`src/rtl/pcm_tslot_pkg.sv`:
```
package pcm_tslot_pkg;

  // channel index wide enough for up to 16 channels
  typedef logic [3:0] chIdx_t;

  // strobes from control to datapath, one set per clock
  typedef struct packed {
    logic   txLoad;   // capture a transmit sample into the shifter
    chIdx_t txLoadCh; // channel whose sample is captured
    logic   txShift;  // advance the transmit shifter by one bit
    logic   txDrive;  // a transmit slot is running
    logic   rxShift;  // take the bit latched on the last falling edge
    logic   rxDone;   // this shift completes the word
    chIdx_t rxCh;     // channel owning the running receive slot
  } slotStrobe_t;

endpackage

```
`src/rtl/pcm_slot_seq.sv`:
```
module pcm_slot_seq
  import pcm_tslot_pkg::*;
#(
  parameter int NUM_CH   = 2,
  parameter int SAMPLE_W = 8
) (
  input  logic              clk,
  input  logic              rstN,
  input  logic [NUM_CH-1:0] fs,
  output logic              start,
  output chIdx_t            startCh,
  output logic              active,
  output logic              last,
  output chIdx_t            curCh,
  output logic              syncErr
);
  localparam int CNT_W = (SAMPLE_W > 1) ? $clog2(SAMPLE_W) : 1;

  logic [NUM_CH-1:0] fsPrev;
  logic [NUM_CH-1:0] rise;
  logic [CNT_W-1:0]  bitCnt;
  logic              multiRise;

  assign rise      = fs & ~fsPrev;
  assign start     = |rise;
  assign multiRise = (rise & (rise - NUM_CH'(1))) != '0;
  assign last      = active && (bitCnt == CNT_W'(SAMPLE_W - 1));

  // lowest index wins
  always_comb begin
    startCh = '0;
    for (int i = NUM_CH - 1; i >= 0; i--) begin
      if (rise[i]) startCh = chIdx_t'(i);
    end
  end

  always_ff @(posedge clk or negedge rstN) begin
    if (!rstN) begin
      fsPrev  <= '0;
      active  <= 1'b0;
      bitCnt  <= '0;
      curCh   <= '0;
      syncErr <= 1'b0;
    end else begin
      fsPrev  <= fs;
      syncErr <= start && ((active && !last) || multiRise);
      if (start) begin
        active <= 1'b1;
        bitCnt <= '0;
        curCh  <= startCh;
      end else if (active) begin
        if (last) active <= 1'b0;
        else      bitCnt <= bitCnt + 1'b1;
      end
    end
  end
endmodule

```
`src/rtl/pcm_tslot_ctrl.sv`:
```
module pcm_tslot_ctrl
  import pcm_tslot_pkg::*;
#(
  parameter int NUM_CH   = 2,
  parameter int SAMPLE_W = 8
) (
  input  logic              clk,
  input  logic              rstN,
  input  logic [NUM_CH-1:0] fsTx,
  input  logic [NUM_CH-1:0] fsRx,
  output slotStrobe_t       strobe,
  output logic              txSyncErr,
  output logic              rxSyncErr
);
  logic   txStart, txActive, txLast;
  chIdx_t txStartCh, txCurCh;
  logic   rxStart, rxActive, rxLast;
  chIdx_t rxStartCh, rxCurCh;

  pcm_slot_seq #(.NUM_CH(NUM_CH), .SAMPLE_W(SAMPLE_W)) u_txSeq (
    .clk(clk), .rstN(rstN), .fs(fsTx),
    .start(txStart), .startCh(txStartCh), .active(txActive),
    .last(txLast), .curCh(txCurCh), .syncErr(txSyncErr)
  );

  pcm_slot_seq #(.NUM_CH(NUM_CH), .SAMPLE_W(SAMPLE_W)) u_rxSeq (
    .clk(clk), .rstN(rstN), .fs(fsRx),
    .start(rxStart), .startCh(rxStartCh), .active(rxActive),
    .last(rxLast), .curCh(rxCurCh), .syncErr(rxSyncErr)
  );

  // the receive side never needs the start edge or the new owner:
  // a restarted slot simply begins shifting on the next edge
  logic unusedRx;
  assign unusedRx = rxStart ^ (|rxStartCh) ^ (|txCurCh);

  always_comb begin
    strobe          = '0;
    strobe.txLoad   = txStart;
    strobe.txLoadCh = txStartCh;
    strobe.txShift  = txActive && !txLast;
    strobe.txDrive  = txActive;
    strobe.rxShift  = rxActive;
    strobe.rxDone   = rxActive && rxLast;
    strobe.rxCh     = rxCurCh;
  end
endmodule

```
`src/rtl/pcm_tslot_datapath.sv`:
```
module pcm_tslot_datapath
  import pcm_tslot_pkg::*;
#(
  parameter int NUM_CH   = 2,
  parameter int SAMPLE_W = 8
) (
  input  logic                       clk,
  input  logic                       rstN,
  input  slotStrobe_t                strobe,
  input  logic [NUM_CH*SAMPLE_W-1:0] txSample,
  input  logic                       rxPin,
  output logic                       txPin,
  output logic                       txOe,
  output logic [NUM_CH*SAMPLE_W-1:0] rxSample,
  output logic [NUM_CH-1:0]          rxValid
);
  localparam int CH_W = (NUM_CH > 1) ? $clog2(NUM_CH) : 1;

  logic [SAMPLE_W-1:0] txWord [NUM_CH];
  logic [SAMPLE_W-1:0] txShReg;
  logic [SAMPLE_W-1:0] rxShReg;
  logic [SAMPLE_W-1:0] rxWord;
  logic                rxLatch;

  for (genvar c = 0; c < NUM_CH; c++) begin : g_txWord
    assign txWord[c] = txSample[c*SAMPLE_W +: SAMPLE_W];
  end

  always_ff @(posedge clk or negedge rstN) begin
    if (!rstN) begin
      txShReg <= '0;
    end else if (strobe.txLoad) begin
      txShReg <= txWord[strobe.txLoadCh[CH_W-1:0]];
    end else if (strobe.txShift) begin
      txShReg <= {txShReg[SAMPLE_W-2:0], 1'b0};
    end
  end

  assign txPin = txShReg[SAMPLE_W-1];
  assign txOe  = strobe.txDrive;

  // receive bits are taken on the falling edge
  always_ff @(negedge clk or negedge rstN) begin
    if (!rstN) rxLatch <= 1'b0;
    else       rxLatch <= rxPin;
  end

  assign rxWord = {rxShReg[SAMPLE_W-2:0], rxLatch};

  always_ff @(posedge clk or negedge rstN) begin
    if (!rstN)               rxShReg <= '0;
    else if (strobe.rxShift) rxShReg <= rxWord;
  end

  for (genvar c = 0; c < NUM_CH; c++) begin : g_rxHold
    logic landHere;
    assign landHere = strobe.rxDone && (strobe.rxCh[CH_W-1:0] == CH_W'(c));
    always_ff @(posedge clk or negedge rstN) begin
      if (!rstN) begin
        rxSample[c*SAMPLE_W +: SAMPLE_W] <= '0;
        rxValid[c]                       <= 1'b0;
      end else begin
        rxValid[c] <= landHere;
        if (landHere) rxSample[c*SAMPLE_W +: SAMPLE_W] <= rxWord;
      end
    end
  end
endmodule

```
`src/rtl/pcm_tslot_port.sv`:
```
module pcm_tslot_port
  import pcm_tslot_pkg::*;
#(
  parameter int NUM_CH   = 2,
  parameter int SAMPLE_W = 8
) (
  input  logic                       clk,
  input  logic                       rstN,
  input  logic [NUM_CH-1:0]          fsTx,
  input  logic [NUM_CH-1:0]          fsRx,
  input  logic [NUM_CH*SAMPLE_W-1:0] txSample,
  input  logic                       rxPin,
  output logic                       txPin,
  output logic                       txOe,
  output logic [NUM_CH*SAMPLE_W-1:0] rxSample,
  output logic [NUM_CH-1:0]          rxValid,
  output logic                       txSyncErr,
  output logic                       rxSyncErr,
  input  logic                       lawSel,
  input  logic [NUM_CH-1:0]          gainSel,
  output logic                       lawAlaw,
  output logic [NUM_CH-1:0]          gainCut
);
  slotStrobe_t strobe;

  pcm_tslot_ctrl #(.NUM_CH(NUM_CH), .SAMPLE_W(SAMPLE_W)) u_ctrl (
    .clk(clk), .rstN(rstN), .fsTx(fsTx), .fsRx(fsRx),
    .strobe(strobe), .txSyncErr(txSyncErr), .rxSyncErr(rxSyncErr)
  );

  pcm_tslot_datapath #(.NUM_CH(NUM_CH), .SAMPLE_W(SAMPLE_W)) u_dp (
    .clk(clk), .rstN(rstN), .strobe(strobe), .txSample(txSample),
    .rxPin(rxPin), .txPin(txPin), .txOe(txOe),
    .rxSample(rxSample), .rxValid(rxValid)
  );

  // status decode; undriven defaults come from the pad pulls
  assign lawAlaw = lawSel;
  assign gainCut = ~gainSel;
endmodule

```
`config.mk`:
```
export PLATFORM = sky130hd
export DESIGN_NAME = pcm_tslot_port
export DESIGN_NICKNAME = d
export VERILOG_FILES = /design/src/rtl/pcm_tslot_pkg.sv /design/src/rtl/pcm_slot_seq.sv /design/src/rtl/pcm_tslot_ctrl.sv /design/src/rtl/pcm_tslot_datapath.sv /design/src/rtl/pcm_tslot_port.sv
export SDC_FILE = /design/constraint.sdc
export NUM_CORES = 1
export LEC_CHECK = 0
export ABC_CLOCK_PERIOD_IN_PS = 1500
export BUFFER_PORTS_ARGS = -buffer_cell sky130_fd_sc_hd__buf_2
export CAP_MARGIN = 30
export CORE_ASPECT_RATIO = 1.75
export CORE_MARGIN = 8
export CORE_UTILIZATION = 30
export CTS_CLUSTER_SIZE = 25
export DETAILED_ROUTE_END_ITERATION = 8
export PLACE_DENSITY = 0.52
export SYNTH_ARGS = -nofsm -noshare
export SYNTH_HDL_FRONTEND = slang
export SYNTH_SLANG_ARGS = --single-unit
```
`constraint.sdc`:
```
create_clock -name clk -period 1.5 [get_ports clk]
set_input_delay 0.075 -clock clk [delete_from_list [all_inputs] [get_ports clk]]
set_output_delay 0.075 -clock clk [all_outputs]
set_load 0.005 [all_outputs]
```
* Yosys cells after proc, flatten, opt, wreduce, memory -nomap -nowiden
Index checks and enable logic that the tools add are counted.
Word-level totals: bits of input ports 26, output and inout port bits 25, register bits after elaboration 49, logic and storage cells 77
Operators by class: eq/ne operators 4, reductions and logical operators 22, bitwise gates (word level) 9, muxes and demuxes 21, $lt $le $gt $ge 1, $add $sub $neg 4
Operator list (count):
- 2-to-1 mux 8 bit | 5
- 2-to-1 mux 3 bit | 6
- 2-to-1 mux 1 bit | 10
- nonzero test 2 bit | 5
- logical AND 1 bit | 9
- bitwise AND 2 bit | 4
- adder 3 x 1 -> 3 bit (second input constant) | 2
- == test 3 bit (second input constant) | 2
- inverter 2 bit | 3
- != test 2 bit (second input constant) | 2
- AND reduction 2 bit | 2
- OR reduction 2 bit | 2
- subtractor 2 x 1 -> 2 bit (second input constant) | 2
- >= comparator 2 bit (second input constant) | 1
- zero test 1 bit | 2
- logical OR 1 bit | 2
- inverter 1 -> 2 bit | 1
- inverter 1 bit | 1

* Depth between registers and ports, before layout
depth after elaboration 9, gate-level depth with buffers 6, mapped depth without buffers 5

* Modules after synthesis
Synthesis repeated with hierarchy kept, for this count alone.
Unflattened totals: cells, all modules 167, area total of the unflattened synthesis 2308.5 µm²
Modules (own cells, without submodules):
- pcm_tslot_datapath | cells each 91, area each 1445.1 µm², sequential area each 850.8 µm², instances 1
- pcm_slot_seq | cells each 34, area each 402.9 µm², sequential area each 200.2 µm², instances 2
- pcm_tslot_ctrl | cells each 5, area each 42.5 µm², sequential area each 0.0 µm², instances 1
- pcm_tslot_port | cells each 3, area each 15.0 µm², sequential area each 0.0 µm², instances 1

==> run_summary.xml <==
<?xml version="1.0" encoding="UTF-8"?>
<metrics>
  <group name="layout">
    <metric name="drive_gt1_share" unit="%">47.6</metric>
    <metric name="final_design_area_no_fill" unit="um^2">2760</metric>
    <metric name="fill_cells" unit="">671</metric>
    <metric name="area_delta_synth_final" unit="%">35.2</metric>
    <metric name="n_antenna_cell" unit="">0</metric>
    <metric name="final_net_count" unit="">256</metric>
    <metric name="post_layout_nonfiller_instances" unit="">311</metric>
  </group>
  <group name="timing">
    <metric name="slew_headroom" unit="%">73.9</metric>
    <metric name="final-setup-viol-count" unit="">3</metric>
    <metric name="slew_violations" unit="">0</metric>
    <metric name="final.setup.worst_slack" unit="ps">-9.67</metric>
    <metric name="grt_setup_unrepaired" unit="">yes</metric>
    <metric name="timing.final.hold_violations" unit="">0</metric>
    <metric name="skew" unit="ps">22.0</metric>
    <metric name="worst_max_slew_pin_slew" unit="ps">392</metric>
  </group>
  <group name="global_route">
    <metric name="grtUsageTotal" unit="%">9.58</metric>
    <metric name="antenna_found_initial" unit="">0</metric>
    <metric name="grt_start_max_net_pins" unit="">49</metric>
    <metric name="grt_pass1_vias" unit="">1479</metric>
    <metric name="globalRouteOverflowTotal" unit="">0</metric>
    <metric name="grt_first_pass_wirelength" unit="um">7400</metric>
  </group>
  <group name="hold_path">
    <metric name="timing.hold.worst.start" unit="">txSample[6]</metric>
    <metric name="whs_endpoint" unit="">u_dp.txShReg[6]$_DFFE_PN0P_</metric>
    <metric name="min_path_cells" unit="">3</metric>
    <metric name="timing.hold.worst.class" unit="">input pin to flip-flop</metric>
  </group>
  <group name="setup_path">
    <metric name="end_kind" unit="">flip-flop</metric>
    <metric name="crit_path_cell_trace" unit="">mux2_4</metric>
    <metric name="path_buf_inv" unit="">0</metric>
    <metric name="startpoint_type_of_the_worst_setup_path" unit="">flip-flop</metric>
    <metric name="worst-r2r-cell-count" unit="">1</metric>
    <metric name="required" unit="ps">1670</metric>
    <metric name="slowest_delay" unit="ps">360</metric>
    <metric name="rrSetupSlack" unit="ps">-10</metric>
    <metric name="slowest_stage" unit="">dfrtn_1</metric>
    <metric name="worst_r2r_endpoint" unit="">u_dp.rxShReg[0]$_DFFE_PN0P_</metric>
    <metric name="reg2reg_from" unit="">u_dp.rxLatch$_DFF_NN0_</metric>
    <metric name="crit_arrival" unit="ps">1680</metric>
    <metric name="worst_path_dominant_cell_family" unit="">flip-flops</metric>
    <metric name="cp_max_fo" unit="">3</metric>
    <metric name="timing.setup.critical_path_class" unit="">flip-flop to flip-flop</metric>
  </group>
  <group name="power">
    <metric name="clkPwrFrac" unit="%">29.4</metric>
    <metric name="sw_frac_of_total" unit="%">26.4</metric>
    <metric name="cell_internal_pwr" unit="W">0.00267</metric>
    <metric name="pwr-share-comb" unit="%">22.3</metric>
    <metric name="ir_worst_vdd" unit="mV">0.696</metric>
    <metric name="power.sequential.fraction" unit="%">48.4</metric>
    <metric name="cellLeakagePower" unit="nW">1.36</metric>
    <metric name="power_density" unit="nW/um^2">1310</metric>
    <metric name="switchingPower" unit="W">0.000958</metric>
  </group>
  <group name="die">
    <metric name="initial_core_util" unit="%">30.4</metric>
    <metric name="num_rows" unit="">40</metric>
    <metric name="core_region_area" unit="um^2">6710</metric>
    <metric name="num_io_pins" unit="">51</metric>
    <metric name="die_height" unit="um">125</metric>
    <metric name="total_die_area" unit="um^2">9800</metric>
    <metric name="die_width" unit="um">78.3</metric>
  </group>
  <group name="routing">
    <metric name="route.detailed.drc" unit="">0</metric>
    <metric name="routed_wire_length_per_instance" unit="um">14.8</metric>
    <metric name="routed_via_density" unit="">4.51</metric>
    <metric name="routed-via-count" unit="">1403</metric>
    <metric name="drt-pass1-iter-count" unit="">6</metric>
    <metric name="drtAntennaViolNets" unit="">0</metric>
    <metric name="drt_iter0_drc" unit="">41</metric>
    <metric name="detail_route.wirelength" unit="um">4620</metric>
  </group>
  <group name="synthesis">
    <metric name="synthesis.instances" unit="">159</metric>
    <metric name="synth-seq-cells" unit="">49</metric>
    <metric name="fraction_of_the_yosys_area_taken_by_sequential_cells" unit="%">60.1</metric>
    <metric name="synth_fp_nets" unit="">189</metric>
    <metric name="ys.warnings.count" unit="">0</metric>
    <metric name="synth_area_per_cell" unit="um^2">12.8</metric>
    <metric name="synth.lib_cells_used.distinct" unit="">26</metric>
    <metric name="synthesis.area" unit="um^2">2040</metric>
  </group>
  <group name="place">
    <metric name="dp_cells" unit="">293</metric>
    <metric name="portBuffers" unit="">48</metric>
    <metric name="final_weighted_congestion_in_routability_driven_placement" unit="">0.740</metric>
    <metric name="dpl_cell_area" unit="um^2">2420</metric>
    <metric name="place.detailed.hpwl" unit="um">3400</metric>
  </group>
  <group name="clock_tree">
    <metric name="max-clock-path-buffers" unit="">2</metric>
    <metric name="cts_made_buffers" unit="">5</metric>
    <metric name="clock_sink_count" unit="">49</metric>
    <metric name="worst_setup_hold_path_clk_slew" unit="ps">60</metric>
    <metric name="clock_insertion_delay_worst_skew" unit="ps">300</metric>
    <metric name="clock_tree.root_cell" unit="">clkbuf_16</metric>
    <metric name="tritoncts_clock_tree" unit="">built</metric>
    <metric name="cts_max_level" unit="">2</metric>
  </group>
  <group name="status">
    <metric name="violations_in_the_final_reports" unit="">setup timing</metric>
    <metric name="outcome" unit="">complete, but fails checks</metric>
  </group>
  <group name="job">
    <metric name="timing.max_cap.violations" unit="">0</metric>
  </group>
</metrics>
==> Yosys cell counts (all sizes together) <==
cell type | count | area share [%]
dfrtn | 1 | 1.2
xor2 | 2 | 0.86
mux2 | 23 | 13
and3b | 7 | 3.0
nand3 | 2 | 0.74
clkbuf | 1 | 0.18
nor2 | 10 | 1.8
nor2b | 4 | 1.2
a21oi | 3 | 0.74
maj3 | 1 | 0.55
nand2 | 10 | 1.8
inv | 5 | 0.92
or2 | 1 | 0.31
a211oi | 7 | 2.6
ha | 4 | 2.5
o21ai | 14 | 3.4
nand2b | 5 | 1.9
buf | 6 | 2.1
mux2i | 4 | 2.0
nand3b | 1 | 0.55
dfrtp | 48 | 59
==> placed cells by master, fill, tap and decap left out, types with 2 or more instances in the layout <==
master         instances
mux2i_1                4
nand2b_4               3
a21oi_1                3
o21ai_1                5
clkinv_2               2
nor2_1                10
nand2b_1               3
o21ai_0                9
buf_4                  9
dfrtp_1               48
inv_1                  5
a211oi_2               7
and3b_1                7
nand2_1               10
clkbuf_16              5
buf_2                 48
dlygate4sd3_1          6
mux2_2                22
ha_4                   2
nor2b_1                4
==> registers in the layout (all words and copies together), names as in the netlist <==
signal / count
u_ctrl.u_txSeq.active: 1
u_dp.rxValid: 2
u_ctrl.u_txSeq.fsPrev: 2
u_dp.rxSample: 16
u_dp.txShReg: 8
u_ctrl.u_rxSeq.fsPrev: 2
u_ctrl.u_rxSeq.bitCnt: 3
u_ctrl.u_rxSeq.curCh: 1
u_dp.rxShReg: 7
u_ctrl.u_txSeq.bitCnt: 3
u_ctrl.u_rxSeq.active: 1
u_ctrl.u_txSeq.syncErr: 1
u_ctrl.u_rxSeq.syncErr: 1
u_dp.rxLatch: 1
==> power by group through the flow <==
| stage | Combinational, W | Clock (W) | Sequential (W) |
|---|---|---|---|
| after CTS | 0.000749 | 0.00111 | 0.00174 |
| after global routing | 0.000907 | 0.00116 | 0.00180 |
| after floorplan | 0.000394 | 0 | 0.00174 |
| final | 0.000807 | 0.00107 | 0.00175 |
| after detailed placement | 0.000728 | 0 | 0.00177 |
| after global placement | 0.000708 | 0 | 0.00176 |
==> area by class of cell <==
cell class | instances | area, um^2 | area share (%)
flip-flops and latches | 49 | 1230 | 44.4
well taps | 84 | 105 | 3.81
clock buffers | 6 | 129 | 4.67
inverters | 5 | 18.8 | 0.680
clock inverters | 2 | 10.0 | 0.363
multi-input cells | 100 | 871 | 31.6
repair buffers | 65 | 399 | 14.5
==> kinds of logic after synthesis <==
group                      after synthesis  share of synthesized area (%)
xor gates and xnor gates                 2                          0.859
and+or+nand+nor                         40                           11.4
muxes                                   27                           14.7
DFF                                     49                           60.1
adders and majority gates                5                           3.00
AOI/OAI and AO/OA                       24                           6.74
buffers and inverters                   12                           3.25
==> per-stage QoR <==
stage / setup slack (ps) / TNS, ps / total power (W) / hold slack [ps] / utilization, %
CTS: -73.7 / -885 / 0.00360 / 0.281 / 39.2
detailed placement: -51.2 / -694 / 0.00249 / 150 / 36.1
finish: -9.67 / -19.7 / 0.00363 / 2.05 / 41.1
global placement: -16.2 / -140 / 0.00247 / 150 / 36.1
global route: -23.4 / -79.5 / 0.00386 / 4.47 / 41.1
floorplan: 17.8 / 0 / 0.00214 / -221 / -
==> metal layers <==
layer,global-route usage (%),vias to the layer above,part of all wire (%),routed length [um]
li1,-,684,-,-
met4,3.95,0,1.6,76
met1,9.96,676,38,1750
met5,0,-,0,0
met2,16.6,37,55,2530
met3,3.66,6,5.8,266
==> tightest hold or removal path, delay by kind of cell <==
| kind | cells | cell delay [ps] |
|---|---|---|
| AO/OA/AOI/OAI | 1 | 60 |
| buffers and inverters | 1 | 70 |
| AND/OR/NAND/NOR | 1 | 30 |
==> worst max path at each step <==
stage,to,start,slack (ps),depth (start not counted)
4_1_cts,u_dp.rxSample[7]$_DFFE_PN0P_,u_ctrl.u_rxSeq.bitCnt[0]$_DFFE_PN0P_,-70,4
5_1_grt,u_dp.rxSample[8]$_DFFE_PN0P_,u_dp.rxLatch$_DFF_NN0_,-20,1
6_report,u_dp.rxShReg[0]$_DFFE_PN0P_,u_dp.rxLatch$_DFF_NN0_,-10,1
2_1_floorplan,u_dp.txShReg[4]$_DFFE_PN0P_,u_ctrl.u_txSeq.bitCnt[0]$_DFFE_PN0P_,20,6
3_5_place_dp,u_dp.rxSample[2]$_DFFE_PN0P_,u_ctrl.u_rxSeq.bitCnt[0]$_DFFE_PN0P_,-50,4
3_3_place_gp,u_dp.rxSample[1]$_DFFE_PN0P_,u_ctrl.u_rxSeq.bitCnt[0]$_DFFE_PN0P_,-20,4
==> repair_timing <==
action                     CTS  global route
hold endpoints to repair    53             0
hold buffers                 6             0
setup endpoints to repair   19            30
pin swaps                    0             4
gates cloned                 0             2
resized for setup            2            18
setup buffers                0             2
Power figures use the tool's default switching activity.
